`config.mk`:
```
export PLATFORM = sky130hd
export DESIGN_NAME = usbd_attach_rst
export DESIGN_NICKNAME = d
export VERILOG_FILES = /design/src/rtl/usbd_attach_pkg.sv /design/src/rtl/usbd_se0_timer.sv /design/src/rtl/usbd_flush_track.sv /design/src/rtl/usbd_reset_seq.sv /design/src/rtl/usbd_attach_rst.sv
export SDC_FILE = /design/constraint.sdc
export NUM_CORES = 1
export LEC_CHECK = 0
export ABC_CLOCK_PERIOD_IN_PS = 2300
export BUFFER_PORTS_ARGS = -buffer_cell sky130_fd_sc_hd__clkbuf_2
export CAP_MARGIN = 15
export CELL_PAD_IN_SITES_DETAIL_PLACEMENT = 0
export CELL_PAD_IN_SITES_GLOBAL_PLACEMENT = 1
export CORE_UTILIZATION = 42
export DETAILED_ROUTE_END_ITERATION = 12
export GPL_ROUTABILITY_DRIVEN = 0
export HOLD_SLACK_MARGIN = 0.12
export PLACE_DENSITY = 0.85
export SLEW_MARGIN = 20
export SYNTH_ARGS = -nofsm -noshare
export SYNTH_HDL_FRONTEND = slang
export SYNTH_HIERARCHICAL = 1
export SYNTH_SLANG_ARGS = --single-unit
export TNS_END_PERCENT = 5
```
`constraint.sdc`:
```
create_clock -name clk -period 2.3 [get_ports clk]
set_clock_uncertainty 0.2 [all_clocks]
set_input_delay 0.115 -clock clk [delete_from_list [all_inputs] [get_ports clk]]
set_output_delay 0.115 -clock clk [all_outputs]
set_load 0.02 [all_outputs]
```
`src/rtl/usbd_attach_pkg.sv`:
```
package usbd_attach_pkg;

  typedef enum logic [3:0] {
    ST_OFF,
    ST_ATTACHED,
    ST_CLR_ADDR,
    ST_CLR_IDX,
    ST_FLUSH,
    ST_WAIT_FLUSH,
    ST_CLR_CSR,
    ST_IE_SET,
    ST_RST_IRQ,
    ST_DEFAULT
  } seq_state_e;

endpackage

```
`src/rtl/usbd_se0_timer.sv`:
```
module usbd_se0_timer #(
  parameter int RST_CYCLES = 250
) (
  input  logic clk,
  input  logic rst_n,
  input  logic enable_i,
  input  logic se0_i,
  output logic hit_o
);
  localparam int CW = $clog2(RST_CYCLES + 1);
  localparam logic [CW-1:0] LIMIT = CW'(RST_CYCLES);
  localparam logic [CW-1:0] LAST  = CW'(RST_CYCLES - 1);

  logic [CW-1:0] cnt_q, cnt_d;
  logic          cnt_en;

  // saturating run-length counter; rearms only when the line leaves SE0
  always_comb begin
    cnt_d  = cnt_q;
    cnt_en = 1'b0;
    if (!enable_i || !se0_i) begin
      cnt_d  = '0;
      cnt_en = (cnt_q != '0);
    end else if (cnt_q != LIMIT) begin
      cnt_d  = cnt_q + 1'b1;
      cnt_en = 1'b1;
    end
  end

  always_ff @(posedge clk or negedge rst_n) begin
    if (!rst_n)      cnt_q <= '0;
    else if (cnt_en) cnt_q <= cnt_d;
  end

  assign hit_o = enable_i && se0_i && (cnt_q == LAST);

endmodule

```
`src/rtl/usbd_flush_track.sv`:
```
module usbd_flush_track #(
  parameter int NUM_EP = 4
) (
  input  logic              clk,
  input  logic              rst_n,
  input  logic              arm_i,
  input  logic              abort_i,
  input  logic [NUM_EP-1:0] ack_i,
  output logic              all_done_o
);
  logic [NUM_EP-1:0] pend_q;

  for (genvar g = 0; g < NUM_EP; g++) begin : g_ep
    logic pend_d, pend_en;
    always_comb begin
      pend_d  = pend_q[g];
      pend_en = 1'b0;
      if (abort_i) begin
        pend_d  = 1'b0;
        pend_en = 1'b1;
      end else if (arm_i) begin
        pend_d  = 1'b1;
        pend_en = 1'b1;
      end else if (ack_i[g]) begin
        pend_d  = 1'b0;
        pend_en = 1'b1;
      end
    end
    always_ff @(posedge clk or negedge rst_n) begin
      if (!rst_n)       pend_q[g] <= 1'b0;
      else if (pend_en) pend_q[g] <= pend_d;
    end
  end

  assign all_done_o = (pend_q == '0);

endmodule

```
`src/rtl/usbd_reset_seq.sv`:
```
module usbd_reset_seq
  import usbd_attach_pkg::*;
(
  input  logic       clk,
  input  logic       rst_n,
  input  logic       connect_i,
  input  logic       rst_hit_i,
  input  logic       flush_done_i,
  output seq_state_e state_o
);
  seq_state_e st_q, st_d;

  always_comb begin
    st_d = st_q;
    if (!connect_i) begin
      st_d = ST_OFF;
    end else begin
      unique case (st_q)
        ST_OFF:        st_d = ST_ATTACHED;
        ST_ATTACHED,
        ST_DEFAULT:    if (rst_hit_i) st_d = ST_CLR_ADDR;
        ST_CLR_ADDR:   st_d = ST_CLR_IDX;
        ST_CLR_IDX:    st_d = ST_FLUSH;
        ST_FLUSH:      st_d = ST_WAIT_FLUSH;
        ST_WAIT_FLUSH: begin
          if (rst_hit_i)         st_d = ST_CLR_ADDR;
          else if (flush_done_i) st_d = ST_CLR_CSR;
        end
        ST_CLR_CSR:    st_d = ST_IE_SET;
        ST_IE_SET:     st_d = ST_RST_IRQ;
        ST_RST_IRQ:    st_d = ST_DEFAULT;
        default:       st_d = ST_OFF;
      endcase
    end
  end

  always_ff @(posedge clk or negedge rst_n) begin
    if (!rst_n) st_q <= ST_OFF;
    else        st_q <= st_d;
  end

  assign state_o = st_q;

endmodule

```
`src/rtl/usbd_attach_rst.sv`:
```
module usbd_attach_rst
  import usbd_attach_pkg::*;
#(
  parameter int NUM_EP     = 4,
  parameter int RST_CYCLES = 250
) (
  input  logic              clk,
  input  logic              rst_n,
  input  logic              sw_connect_i,
  input  logic              line_se0_i,
  input  logic              bus_evt_i,
  input  logic [NUM_EP-1:0] ep_flush_ack_i,
  output logic              phy_normal_o,
  output logic              line_drv_en_o,
  output logic              bus_evt_o,
  output logic              addr_clr_o,
  output logic              epidx_clr_o,
  output logic [NUM_EP-1:0] ep_flush_o,
  output logic              csr_clr_o,
  output logic [NUM_EP-1:0] ep_ie_set_o,
  output logic              reset_irq_o,
  output logic              addr_ready_o
);
  logic [1:0] rst_sync_q;
  logic       rst_sync_n;

  always_ff @(posedge clk or negedge rst_n) begin
    if (!rst_n) rst_sync_q <= 2'b00;
    else        rst_sync_q <= {rst_sync_q[0], 1'b1};
  end
  assign rst_sync_n = rst_sync_q[1];

  seq_state_e state;
  logic       attached, rst_hit, flush_done;

  assign attached = (state != ST_OFF);

  usbd_se0_timer #(.RST_CYCLES(RST_CYCLES)) u_se0 (
    .clk      (clk),
    .rst_n    (rst_sync_n),
    .enable_i (attached),
    .se0_i    (line_se0_i),
    .hit_o    (rst_hit)
  );

  usbd_flush_track #(.NUM_EP(NUM_EP)) u_flush (
    .clk        (clk),
    .rst_n      (rst_sync_n),
    .arm_i      (state == ST_FLUSH),
    .abort_i    (state == ST_OFF),
    .ack_i      (ep_flush_ack_i),
    .all_done_o (flush_done)
  );

  usbd_reset_seq u_seq (
    .clk          (clk),
    .rst_n        (rst_sync_n),
    .connect_i    (sw_connect_i),
    .rst_hit_i    (rst_hit),
    .flush_done_i (flush_done),
    .state_o      (state)
  );

  assign phy_normal_o  = attached;
  assign line_drv_en_o = attached;
  assign addr_ready_o  = (state == ST_DEFAULT);
  assign bus_evt_o     = bus_evt_i && addr_ready_o;
  assign addr_clr_o    = (state == ST_CLR_ADDR);
  assign epidx_clr_o   = (state == ST_CLR_IDX);
  assign ep_flush_o    = {NUM_EP{state == ST_FLUSH}};
  assign csr_clr_o     = (state == ST_CLR_CSR);
  assign ep_ie_set_o   = {NUM_EP{state == ST_IE_SET}};
  assign reset_irq_o   = (state == ST_RST_IRQ);

endmodule

```
==> metrics list, run 1 <==
* Outcome: finished clean
* # fillers: 233
- Summing over every cut layer, the via total after detailed routing is 968.
- Unique cell type count in the Yosys netlist: 35
- The first global-routing pass estimated 3726 µm of wire.
- The number of antenna violations at the first check in global routing is 0.
- The critical path is of the flop to output port type.
* Area fraction of the dominant cell type after synthesis: 41.47%
* Crit path max fanout: 10
- Total power for the finished layout comes to 1.215 mW.
- Endpoint of the worst-slack reg-to-reg timing path: u_seq/state_o[1]
* Count of routing violations after the opening detailed-route iteration: 21
- Of all flip-flops after synthesis, the portion carrying an async set or reset was 100.0%.
- The analysis attributes to cell leakage a power of 0.6357 nW.
- Syn Nets: 129
- Share of cells above drive strength 1: 25.33%
- Sequential cell area fraction in the yosys report: 41.47%
- Syn Inst Count: 116
- # Max-Cap Violations: 0
- Combinational logic is responsible for 49.0% of the overall power.
- Setup repair after global routing left no endpoint under its margin.
* Buffer depth of the longest clock path: 2
- Biggest area contributors in the synthesized netlist: sky130_fd_sc_hd__dfrtp_1, sky130_fd_sc_hd__nand2b_1, sky130_fd_sc_hd__a21oi_1, sky130_fd_sc_hd__buf_4, sky130_fd_sc_hd__ha_1
- Once the floorplan was initialized, standard cells occupied 44.24% of the core.
* Count of placed standard cells in the final layout, fillers left out: 180
* Tightest Pin Transition: 0.6939 ns
* Via-to-Cell Ratio: 5.378
* Int Power: 701.4 µW
- Syn Std Cell Area: 0.001086 mm²
- Routed WL per cell: 13.11 µm
- Worst R2R Setup Slack: 0.33 ns
* Net switching power: 513.9 µW
* Share of total power in the clock network: 16.1%
* Total clock buffers created by CTS: 3
- Half-perimeter wire length after placement: 1652 µm
- Htree depth: 1
- Peak clock frequency supported by timing: 481.2 MHz
* Startpoint types: flop
- Number of antenna cells inserted: 0
- Worst supply voltage drop on vdd: 0.0005957 V
- During synthesis, Yosys emitted a total of 6 warnings.
* Largest area contributor in the synthesized netlist: sky130_fd_sc_hd__dfrtp_1
- In the synthesized netlist, the cells that appear most often are sky130_fd_sc_hd__dfrtp_1, sky130_fd_sc_hd__a21oi_1, sky130_fd_sc_hd__nand2b_1.
- Seq. cell area: 450.4 µm²
* Number of cell instances on the worst register-to-register path: 7
* Vias in the first global route: 929
* Full die area: 0.002793 mm²
- Number of hold violations in the final report: 0
* Worst Hold Depth: 0
- Residual antenna-violating net count after detailed routing: 0
- In the final timing run, aggregate negative setup slack is 0 ns.
* Relative max-transition margin: 53.59%
- The number of placed instances, taps included, is 167.
* Portion of the clock cycle consumed by the worst path in the final layout: 90.35%
- The first TritonRoute pass finished after 9 iterations.
* Number of port buffers: 24
* Top-count cell post-synth: sky130_fd_sc_hd__dfrtp_1
- Per report_power, the sequential group accounts for 34.8% of the total.
- Data arrives at the worst endpoint at 1.76 ns.
- In this run the clock root is driven by a sky130_fd_sc_hd__clkbuf_4.
- Number of buffers inserted by post-CTS setup repair: 0
- Path category of the worst min-delay check: flop to flop
- DIE HEIGHT: 52.85 µm
- Final Max Slew Viols: 0
* Required time of the critical path: 1.99 ns
- The die is 52.85 µm wide.
* Final WL: 2360 µm
- For this design the ratio of total power to cell area is 894.3 mW/mm².
- Global route total overflow: 0
- TritonCTS clock tree: yes
- EDFF count, synth: 0
- Hold Slack: 0.1784 ns
- Of the total power, the share spent switching nets is 42.29%.
* Total area of multi-input combinational cells: 568.0 µm²
* Number of storage elements in the synthesis netlist: 18
* Startpoint of the worst hold path: rst_sync_q[0]
* Final-report setup violation count: 0
- Each instance of the synthesized netlist takes up on average 9.362 µm².
- In this run the standard cell core region covers 0.002455 mm².
* CP endpoint kind: output port
- Worst-path clk slew: 0.11 ns
- The initialized floorplan defines 18 standard-cell rows.
- DRC Markers: 0
* Maximum number of pins on one net before global-route repair: 17
- Final design area excluding fillers: 0.001359 mm²
- Standard cell area after detailed placement: 0.001232 mm²
- In this run the critical register-to-register path is launched from u_seq/state_o[1].
* Clock sinks: 18
- For this run, the leading register cell type out of synthesis is sky130_fd_sc_hd__dfrtp_1.
- From synthesis to final layout, the design area changed by 25.11%.
- The worst path needs 2.078 ns of the cycle, external delays included.
* Count of pins on the block boundary: 25
- Total track usage: 18.54%
- The worst hold path terminates at rst_sync_q[1].
- Clk Latency, worst-skew pair: 0.29 ns
* Layout net count: 164
how the worst max path moves through the flow:
stage / endpoint / slack (ns) / cells past startpoint / start
floorplan: u_seq/state_o[1] / 0.07 / 8 / u_seq/state_o[1]
global placement: u_seq/state_o[1] / 0.43 / 7 / u_seq/state_o[1]
detailed placement: u_seq/state_o[1] / 0.34 / 7 / u_seq/state_o[1]
CTS: ep_flush_o[3] / 0.25 / 4 / u_seq/state_o[3]
global route: ep_flush_o[1] / 0.08 / 4 / u_seq/state_o[3]
finish: ep_flush_o[3] / 0.22 / 4 / u_seq/state_o[3]
through the flow:
stage          setup slack (ns)  util (%)
2_1_floorplan           0.07236         -
3_3_place_gp             0.4267     50.20
3_5_place_dp             0.3416     50.20
4_1_cts                  0.2451     55.35
5_1_grt                 0.07543     55.35
6_report                 0.2219     55.35
logic make-up after synthesis:
group	Yosys count	synth area share [%]
xor+xnor	2	1.613
buf+inv	13	7.027
simple gates	55	33.18
flops	18	41.47
compound gates	22	10.83
mux	1	0.9217
fa+ha+maj	4	4.608
other cells	1	0.3453
state kept, by name (all words and copies together), names as in the netlist:
register        flops
u_seq/state_o       4
rst_sync_q          2
u_se0/cnt_q         8
u_flush/pend_q      4
cell usage in the layout, fill, tap and decap left out, types with 2 or more instances in the layout:
cell type / instances
sky130_fd_sc_hd__nand3b_1: 2
sky130_fd_sc_hd__a21oi_1: 11
sky130_fd_sc_hd__nand2_1: 7
sky130_fd_sc_hd__dlygate4sd3_1: 9
sky130_fd_sc_hd__nor2_1: 5
sky130_fd_sc_hd__nand2b_1: 10
sky130_fd_sc_hd__and3_1: 2
sky130_fd_sc_hd__nor3_1: 3
sky130_fd_sc_hd__clkbuf_4: 3
sky130_fd_sc_hd__or3_1: 3
sky130_fd_sc_hd__clkbuf_2: 24
sky130_fd_sc_hd__nor4_1: 2
sky130_fd_sc_hd__nand3_1: 6
sky130_fd_sc_hd__inv_1: 5
sky130_fd_sc_hd__or4_1: 2
sky130_fd_sc_hd__o21ai_0: 8
sky130_fd_sc_hd__buf_4: 5
sky130_fd_sc_hd__dfrtp_1: 18
sky130_fd_sc_hd__nand4_1: 2
sky130_fd_sc_hd__ha_1: 4
layout make-up:
class | instances | area share [%]
Clock buffer | 4 | 2.670
Multi-Input combinational cell | 85 | 41.80
Timing Repair Buffer | 38 | 18.23
Tap cell | 30 | 2.762
Inverter | 5 | 1.381
Sequential cell | 18 | 33.15
power by group through the flow:
| stage | Clock [mW] | Combinational [mW] | Sequential, mW |
|---|---|---|---|
| finish | 0.196 | 0.596 | 0.423 |
| global route | 0.210 | 0.658 | 0.432 |
| CTS | 0.203 | 0.594 | 0.422 |
| global placement | 0 | 0.566 | 0.430 |
| detailed placement | 0 | 0.573 | 0.435 |
| floorplan | 0 | 0.393 | 0.461 |
critical path, stage by stage, from the launching register on:
cell	delay [ns]
sky130_fd_sc_hd__dfrtp_1	0.43
sky130_fd_sc_hd__buf_4	0.18
sky130_fd_sc_hd__nand2b_1	0.18
sky130_fd_sc_hd__nor3_1	0.42
sky130_fd_sc_hd__clkbuf_2	0.26
layer usage:
metal | wire length [µm] | share of wire (%) | vias up | GRT usage (%)
met1 | 1077 | 46 | 461 | 20.80
met3 | 112 | 4.7 | 4 | 5.460
met5 | 0 | 0 | - | 0
met2 | 1161 | 49 | 28 | 33.33
li1 | - | - | 475 | -
met4 | 8 | 0.34 | 0 | 5.702
timing repair:
item | in CTS | in global routing
endpoints found under the setup margin | 0 | 0
gates resized for setup | 0 | 0
endpoints found under the hold margin | 33 | 0
hold buffers | 9 | 0
Note: power is estimated with default switching activity, not from simulation.
==> run 2: changes to the inputs <==
--- a/config.mk
+++ b/config.mk
@@ -10,6 +10,7 @@
 export CAP_MARGIN = 15
 export CELL_PAD_IN_SITES_DETAIL_PLACEMENT = 0
 export CELL_PAD_IN_SITES_GLOBAL_PLACEMENT = 1
+export CORE_MARGIN = 1.5
 export CORE_UTILIZATION = 42
 export DETAILED_ROUTE_END_ITERATION = 12
 export GPL_ROUTABILITY_DRIVEN = 0
==> run 2 against run 1 <==
Power up 0.71%. Die area is 3.8% higher. Sequential cell count stayed put. Routed wire length is 1.9% higher. Register-to-register slack got worse by 0.03 ns. Critical path type unchanged. Critical endpoint unchanged. Largest cell class unchanged.
==> metrics list, run 2 (synthesis results as in run 1) <==
- Outcome: finished clean
* Tightest Pin Transition: 0.7190 ns (+0.02512 ns)
- The clock sink total was 18 (unchanged).
- The share of the clock period used by the worst path after layout is 86.97% (-3.4 points).
- The number of DRC violations after detailed-routing iteration 0 was 22 (+4.8%).
* Count of standard-cell rows: 18 (unchanged)
- The tightest slew margin relative to the limit came to 51.91% (-1.7 points).
- Initial core utilization: 44.24% (unchanged)
- Worst R2R Setup Slack: 0.30 ns (-0.03 ns)
- The width of the chip was 53.85 µm (+1.9%).
- Startpoint types: flop
- Arrival @ worst endpoint: 1.69 ns (-0.07 ns)
* Clock tree root buffer cell: sky130_fd_sc_hd__clkbuf_4
- Total track usage: 18.63% (+0.088 points)
- M1 WL: 1093 µm (+1.5%)
* TritonRoute pass-1 iters: 4 (-5)
- Largest Register: u_se0/cnt_q
* Global route total overflow: 0 (unchanged)
- Initial antenna violation count: 0 (unchanged)
* Post_cts resized: 0 (unchanged)
- Final Max Slew Viols: 0 (unchanged)
- The area of the core was 0.002455 mm² (unchanged).
- The remaining design rule violation count was 0 (unchanged).
- The number of ports placed on the die boundary came to 25 (unchanged).
* Most frequent standard cell in the layout excluding fill and tap cells: sky130_fd_sc_hd__clkbuf_2
- TritonCTS built the clock tree.
* Worst-path clk slew: 0.11 ns (about the same)
- Crit path max fanout: 10 (unchanged)
- The data required time of the critical path came to 1.99 ns (about the same).
* Via-to-Cell Ratio: 5.378 (unchanged)
- The final count of negative-setup-slack endpoints came to 0 (unchanged).
- The power per cell area was 900.7 mW/mm² (+0.71%).
- The insertion delay of the later-clocked pin in the worst-skew pair is 0.30 ns (about the same).
- The peak supply drop came to 0.0005727 V (-3.9%).
* Global-route wire length before repair: 3781 µm (+1.5%)
* Vias in the first global route: 844 (-9.1%)
* Final total power: 1.224 mW (+0.71%)
* Number of port buffers: 24 (unchanged)
* Path type of the worst setup path: flop to output port
- The pin count of the biggest net entering global routing came to 17 (unchanged).
- The maximum level of the CTS H-tree came to 1 (unchanged).
* Final period demand of the worst path: 2.000 ns (-0.07775 ns)
* Routed WL per cell: 13.36 µm (+1.9%)
- Hold Slack: 0.1707 ns (-0.007654 ns)
* Total via count after detailed routing: 968 (unchanged)
* Commonest cells after routing, fill and taps aside: sky130_fd_sc_hd__clkbuf_2, sky130_fd_sc_hd__dfrtp_1, sky130_fd_sc_hd__a21oi_1, sky130_fd_sc_hd__nand2b_1, sky130_fd_sc_hd__dlygate4sd3_1
- The post-detailed-placement half-perimeter wirelength came to 1701 µm (+2.9%).
* Residual antenna-violating net count after detailed routing: 0 (unchanged)
- Syn-to-layout area delta: 25.11% (unchanged)
- Share of cells above drive strength 1: 25.33% (unchanged)
- The total number of nets in the final design was 164 (unchanged).
- Path category of the worst min-delay check: flop to flop
- Setup repair after global routing left no endpoint under its margin.
- Number of flip-flops under the largest register name: 8 (unchanged)
- The setup TNS was 0 ns (unchanged).
- The area enclosed by the die boundary is 0.002900 mm² (+3.8%).
* # Max-Cap Violations: 0 (unchanged)
- Total clock buffers created by CTS: 3 (unchanged)
- WL met3: 134 µm (+20%)
- The detailed router used layers up to and including met4.
- CP endpoint kind: output port
- The floorplan die height came to 53.85 µm (+1.9%).
- Total length of routed met2 wires: 1155 µm (-0.52%)
* Buffer depth of the longest clock path: 2 (unchanged)
- The number of endpoints with negative hold slack in the final report is 0 (unchanged).
- The final antenna diode count is 0 (unchanged).
- Static leakage: 0.6357 nW (unchanged)
- The maximum clock rate came to 499.9 MHz (+3.9%).
- The final wirelength came to 2404 µm (+1.9%).
run 2: area by class of cell:
class | instances | area (µm²)
clock buffers | 4 | 36.28
multi-input cells | 85 | 568.0
well taps | 30 | 37.54
flip-flops and latches | 18 | 450.4
repair buffers | 38 | 247.7
fillers | 213 | 1096
inverters | 5 | 18.77
run 2: final timing paths:
kind	from	to	depth (start not counted)
max in group asynchronous	rst_sync_q[1]	u_se0/cnt_q[5]	1
min in group asynchronous	rst_n	rst_sync_q[1]	3
worst min-delay path	rst_sync_q[0]	rst_sync_q[1]	0
worst max register to register	u_seq/state_o[1]	u_seq/state_o[1]	7
worst min register to register	rst_sync_q[0]	rst_sync_q[1]	0
worst max-delay path	u_seq/state_o[3]	ep_flush_o[3]	4
run 2: power breakdown:
group	switching, mW	total [mW]	leakage, nW	internal, mW
logic	0.364	0.603	0.373	0.239
clock network	0.101	0.198	0.0210	0.0965
registers	0.0562	0.423	0.242	0.367
total	0.522	1.22	0.636	0.702
run 2: timing repair:
item,in CTS,in global routing
hold buffers,9,0
buffers inserted,0,0
hold endpoints to repair,33,0
run 2: metal layers:
| metal | vias up | GRT usage, % |
|---|---|---|
| li1 | 476 | - |
| met1 | 464 | 21.47 |
| met2 | 26 | 32.72 |
| met3 | 2 | 5.278 |
| met4 | 0 | 6.410 |
| met5 | - | 0 |
run 2: through the flow:
step           std cells  worst slack, ns  utilization (%)  area (µm²)
6_report             180           0.2996            55.35        1359
5_1_grt              180           0.1286            55.35        1359
3_3_place_gp         167           0.4273            50.20        1232
3_5_place_dp         167           0.3226            50.20        1232
4_1_cts              180           0.2554            55.35        1359
2_1_floorplan        116          0.07236                -        1095
run 2: critical path: stages (launching register included):
cell,delay (ns)
sky130_fd_sc_hd__dfrtp_1,0.42
sky130_fd_sc_hd__buf_4,0.17
sky130_fd_sc_hd__nand2b_1,0.17
sky130_fd_sc_hd__nor3_1,0.37
sky130_fd_sc_hd__clkbuf_2,0.25
==> run 3: changes to the inputs <==
--- a/config.mk
+++ b/config.mk
@@ -8,10 +8,8 @@
 export ABC_CLOCK_PERIOD_IN_PS = 2300
 export BUFFER_PORTS_ARGS = -buffer_cell sky130_fd_sc_hd__clkbuf_2
 export CAP_MARGIN = 15
-export CELL_PAD_IN_SITES_DETAIL_PLACEMENT = 0
-export CELL_PAD_IN_SITES_GLOBAL_PLACEMENT = 1
 export CORE_MARGIN = 1.5
-export CORE_UTILIZATION = 42
+export CORE_UTILIZATION = 56
 export DETAILED_ROUTE_END_ITERATION = 12
 export GPL_ROUTABILITY_DRIVEN = 0
 export HOLD_SLACK_MARGIN = 0.12
==> run 3 against run 2 <==
Via count fell by 1.8%. Worst hold slack lost 0.0032 ns. Clock power shrank 23%. Core utilization rose by 19 points. Global-route usage grew 5.5 points. Critical path type is now flop to flop. Highest routed layer is now met3.
==> metrics list, run 3 (synthesis results as in run 1) <==
- The clock slew at the register clock pins of the worst setup and hold paths came to 0.10 ns (about the same).
- The max-cap violation count came to 0 (unchanged).
- Tracing the worst setup path back leads to its startpoint at u_seq/state_o[2].
* Share of cells above drive strength 1: 23.81% (-1.5 points)
- The critical path is of the flop to flop type.
- The overflow left after global routing came to 0 (unchanged).
- CP Capture Point: u_seq/state_o[1]
* Number of cells after detailed placement: 160 (-4.2%)
- The number of buffers inserted to repair setup after CTS came to 0 (unchanged).
* Worst supply voltage drop on vdd: 0.0007476 V (+31%)
* Number of antenna cells inserted: 0 (unchanged)
- Final WL: 2367 µm (-1.5%)
- The number of flip-flops in the largest register was 8 (unchanged).
* TritonRoute pass-1 iters: 4 (unchanged)
- The register-to-register path setup slack is 0.19 ns (-0.11 ns).
* Startpoint types: flop
- The combined global-route utilization of all metal layers came to 24.10% (+5.5 points).
* Via-to-Cell Ratio: 5.529 (+2.8%)
* Startpoint of the worst hold path: rst_sync_q[0]
- The time the worst path needs with I/O delays and setup was 2.111 ns (+0.1111 ns).
- RSZ-0062 raised after global routing: no
* Outcome: finished clean
* Global-route wire length before repair: 3732 µm (-1.3%)
* Syn-to-layout area delta: 21.89%
* Count of standard-cell rows: 15 (-3)
* Path category of the worst min-delay check: flop to flop
- Half-perimeter wire length after placement: 1714 µm (+0.78%)
- # fillers: 128 (-40%)
- The worst-case clock buffer depth was 2 (unchanged).
- The wire length per cell was 13.76 µm (+3.0%).
- Initial core utilization: 60.91% (+17 points)
- Counting flops per register, the top entry is u_se0/cnt_q.
- Die outline width: 47.04 µm (-13%)
- Commonest cells after routing, fill and taps aside: sky130_fd_sc_hd__clkbuf_2, sky130_fd_sc_hd__dfrtp_1, sky130_fd_sc_hd__a21oi_1, sky130_fd_sc_hd__nand2b_1, sky130_fd_sc_hd__dlygate4sd3_1
- Count of routing violations after the opening detailed-route iteration: 18 (-18%)
- The count of input and output buffers was 24 (unchanged).
- Most frequent standard cell in the layout excluding fill and tap cells: sky130_fd_sc_hd__clkbuf_2
- The data required time of the critical path came to 2.28 ns (+0.29 ns).
- Tightest Pin Transition: 0.7162 ns (-0.002855 ns)
- The area enclosed by the die boundary came to 0.002213 mm² (-24%).
* Setup slack at placement: 0.2543 ns (-0.06825 ns)
* Htree depth: 1 (unchanged)
* DIE HEIGHT: 47.04 µm (-13%)
- The maximum fanout encountered on the critical timing path was 12 (+2).
* Setup slack of the critical path after layout: 0.1885 ns (-0.1111 ns)
- The end-of-flow core utilization is 74.25% (+19 points).
* Final-report setup violation count: 0 (unchanged)
- Maximum number of pins on one net before global-route repair: 17 (unchanged)
- The tightest slew margin relative to the limit is 52.10% (+0.19 points).
- Count of pins on the block boundary: 25 (unchanged)
- The area of the core came to 0.001783 mm² (-27%).
- TritonCTS built the clock tree.
- Power density over the cells: 877.2 mW/mm² (-2.6%)
- Traced cell by cell, the critical path runs through nor4_4, inv_1, nand2_1, nor4_1, nand4bb_1, nand2b_1, nor3b_2.
* Largest stage delay, worst path: 0.52 ns (+0.10 ns)
- Layout net count: 162 (-1.2%)
- Number of hold violations in the final report: 0 (unchanged)
- Static leakage: 0.6177 nW (-2.8%)
- The arrival time at the worst endpoint came to 2.09 ns (+0.40 ns).
* CP endpoint kind: flop
- Count of placed standard cells in the final layout, fillers left out: 172 (-4.4%)
- The clock sink total came to 18 (unchanged).
- DRC Markers: 0 (unchanged)
- Initial antenna violation count: 0 (unchanged)
- Clock tree root buffer cell: sky130_fd_sc_hd__clkbuf_4
* Total via count after detailed routing: 951 (-1.8%)
- The setup TNS is 0 ns (unchanged).
- The remaining antenna violation count is 0 (unchanged).
- The cell count of the worst reg-to-reg path is 7 (unchanged).
* Endpoint of the worst-slack reg-to-reg timing path: u_seq/state_o[1]
* Vias in the first global route: 860 (+1.9%)
- The maximum clock rate is 473.6 MHz (-5.3%).
- On the critical path, the stage with the largest delay is an instance of sky130_fd_sc_hd__dfrtp_1.
* Portion of the clock cycle consumed by the worst path in the final layout: 91.80% (+4.8 points)
- The overall power consumption is 1.161 mW (-5.1%).
- The worst register-to-register path begins at u_seq/state_o[2].
- The insertion delay of the later-clocked pin in the worst-skew pair is 0.28 ns (-0.02 ns).
- The number of buffers created by CTS came to 3 (unchanged).
- Final Max Slew Viols: 0 (unchanged)
==> run 3: area by class of cell <==
class                      instances  area, µm²  area share (%)
inverter                           5      18.77           1.418
tap                               25      31.28           2.363
timing repair buffer              36      232.7           17.58
multi-input combinational         85      568.0           42.91
clock buffer                       3      22.52           1.701
sequential                        18      450.4           34.03
==> run 3: worst min-delay path by stage <==
stage                          to  slack, ns  cells after the start
finish              rst_sync_q[1]       0.17                      0
global route        rst_sync_q[1]       0.18                      0
CTS                 rst_sync_q[1]       0.17                      0
detailed placement  rst_sync_q[1]      -0.30                      1
global placement    rst_sync_q[0]      -0.30                      1
floorplan           rst_sync_q[0]      -0.38                      0
==> run 3: report_power, final <==
part           leakage (nW)  switching, mW  total, mW  internal [mW]
clock network        0.0138         0.0920      0.153         0.0607
registers             0.242         0.0720      0.439          0.367
logic                 0.362          0.339      0.570          0.230
total                 0.618          0.503       1.16          0.658
==> run 3: per-layer routing <==
layer / track usage [%] / vias to the layer above / share of wire [%]
met5: 0 / - / 0
met4: 3.889 / 0 / 0
met3: 3.462 / 0 / 4.1
met2: 39.45 / 28 / 52
met1: 34.80 / 455 / 44
li1: - / 468 / -
==> run 3: worst max-delay path: cells and delay by family (launching register included) <==
family        cells  cell delay [ns]
simple gates      6             1.11
buf+inv           1             0.16
flops             1             0.52
==> run 3: through the flow <==
stage	hold WS [ns]	instance area (µm²)
2_1_floorplan	-0.3806	1095
3_3_place_gp	-0.3006	1211
3_5_place_dp	-0.2983	1211
4_1_cts	0.1722	1324
5_1_grt	0.1848	1324
6_report	0.1675	1324
==> run 3: timing repair <==
action | CTS | global route
resized for setup | 0 | 0
endpoints found under the hold margin | 33 | 0
hold buffers | 9 | 0
endpoints found under the setup margin | 0 | 0
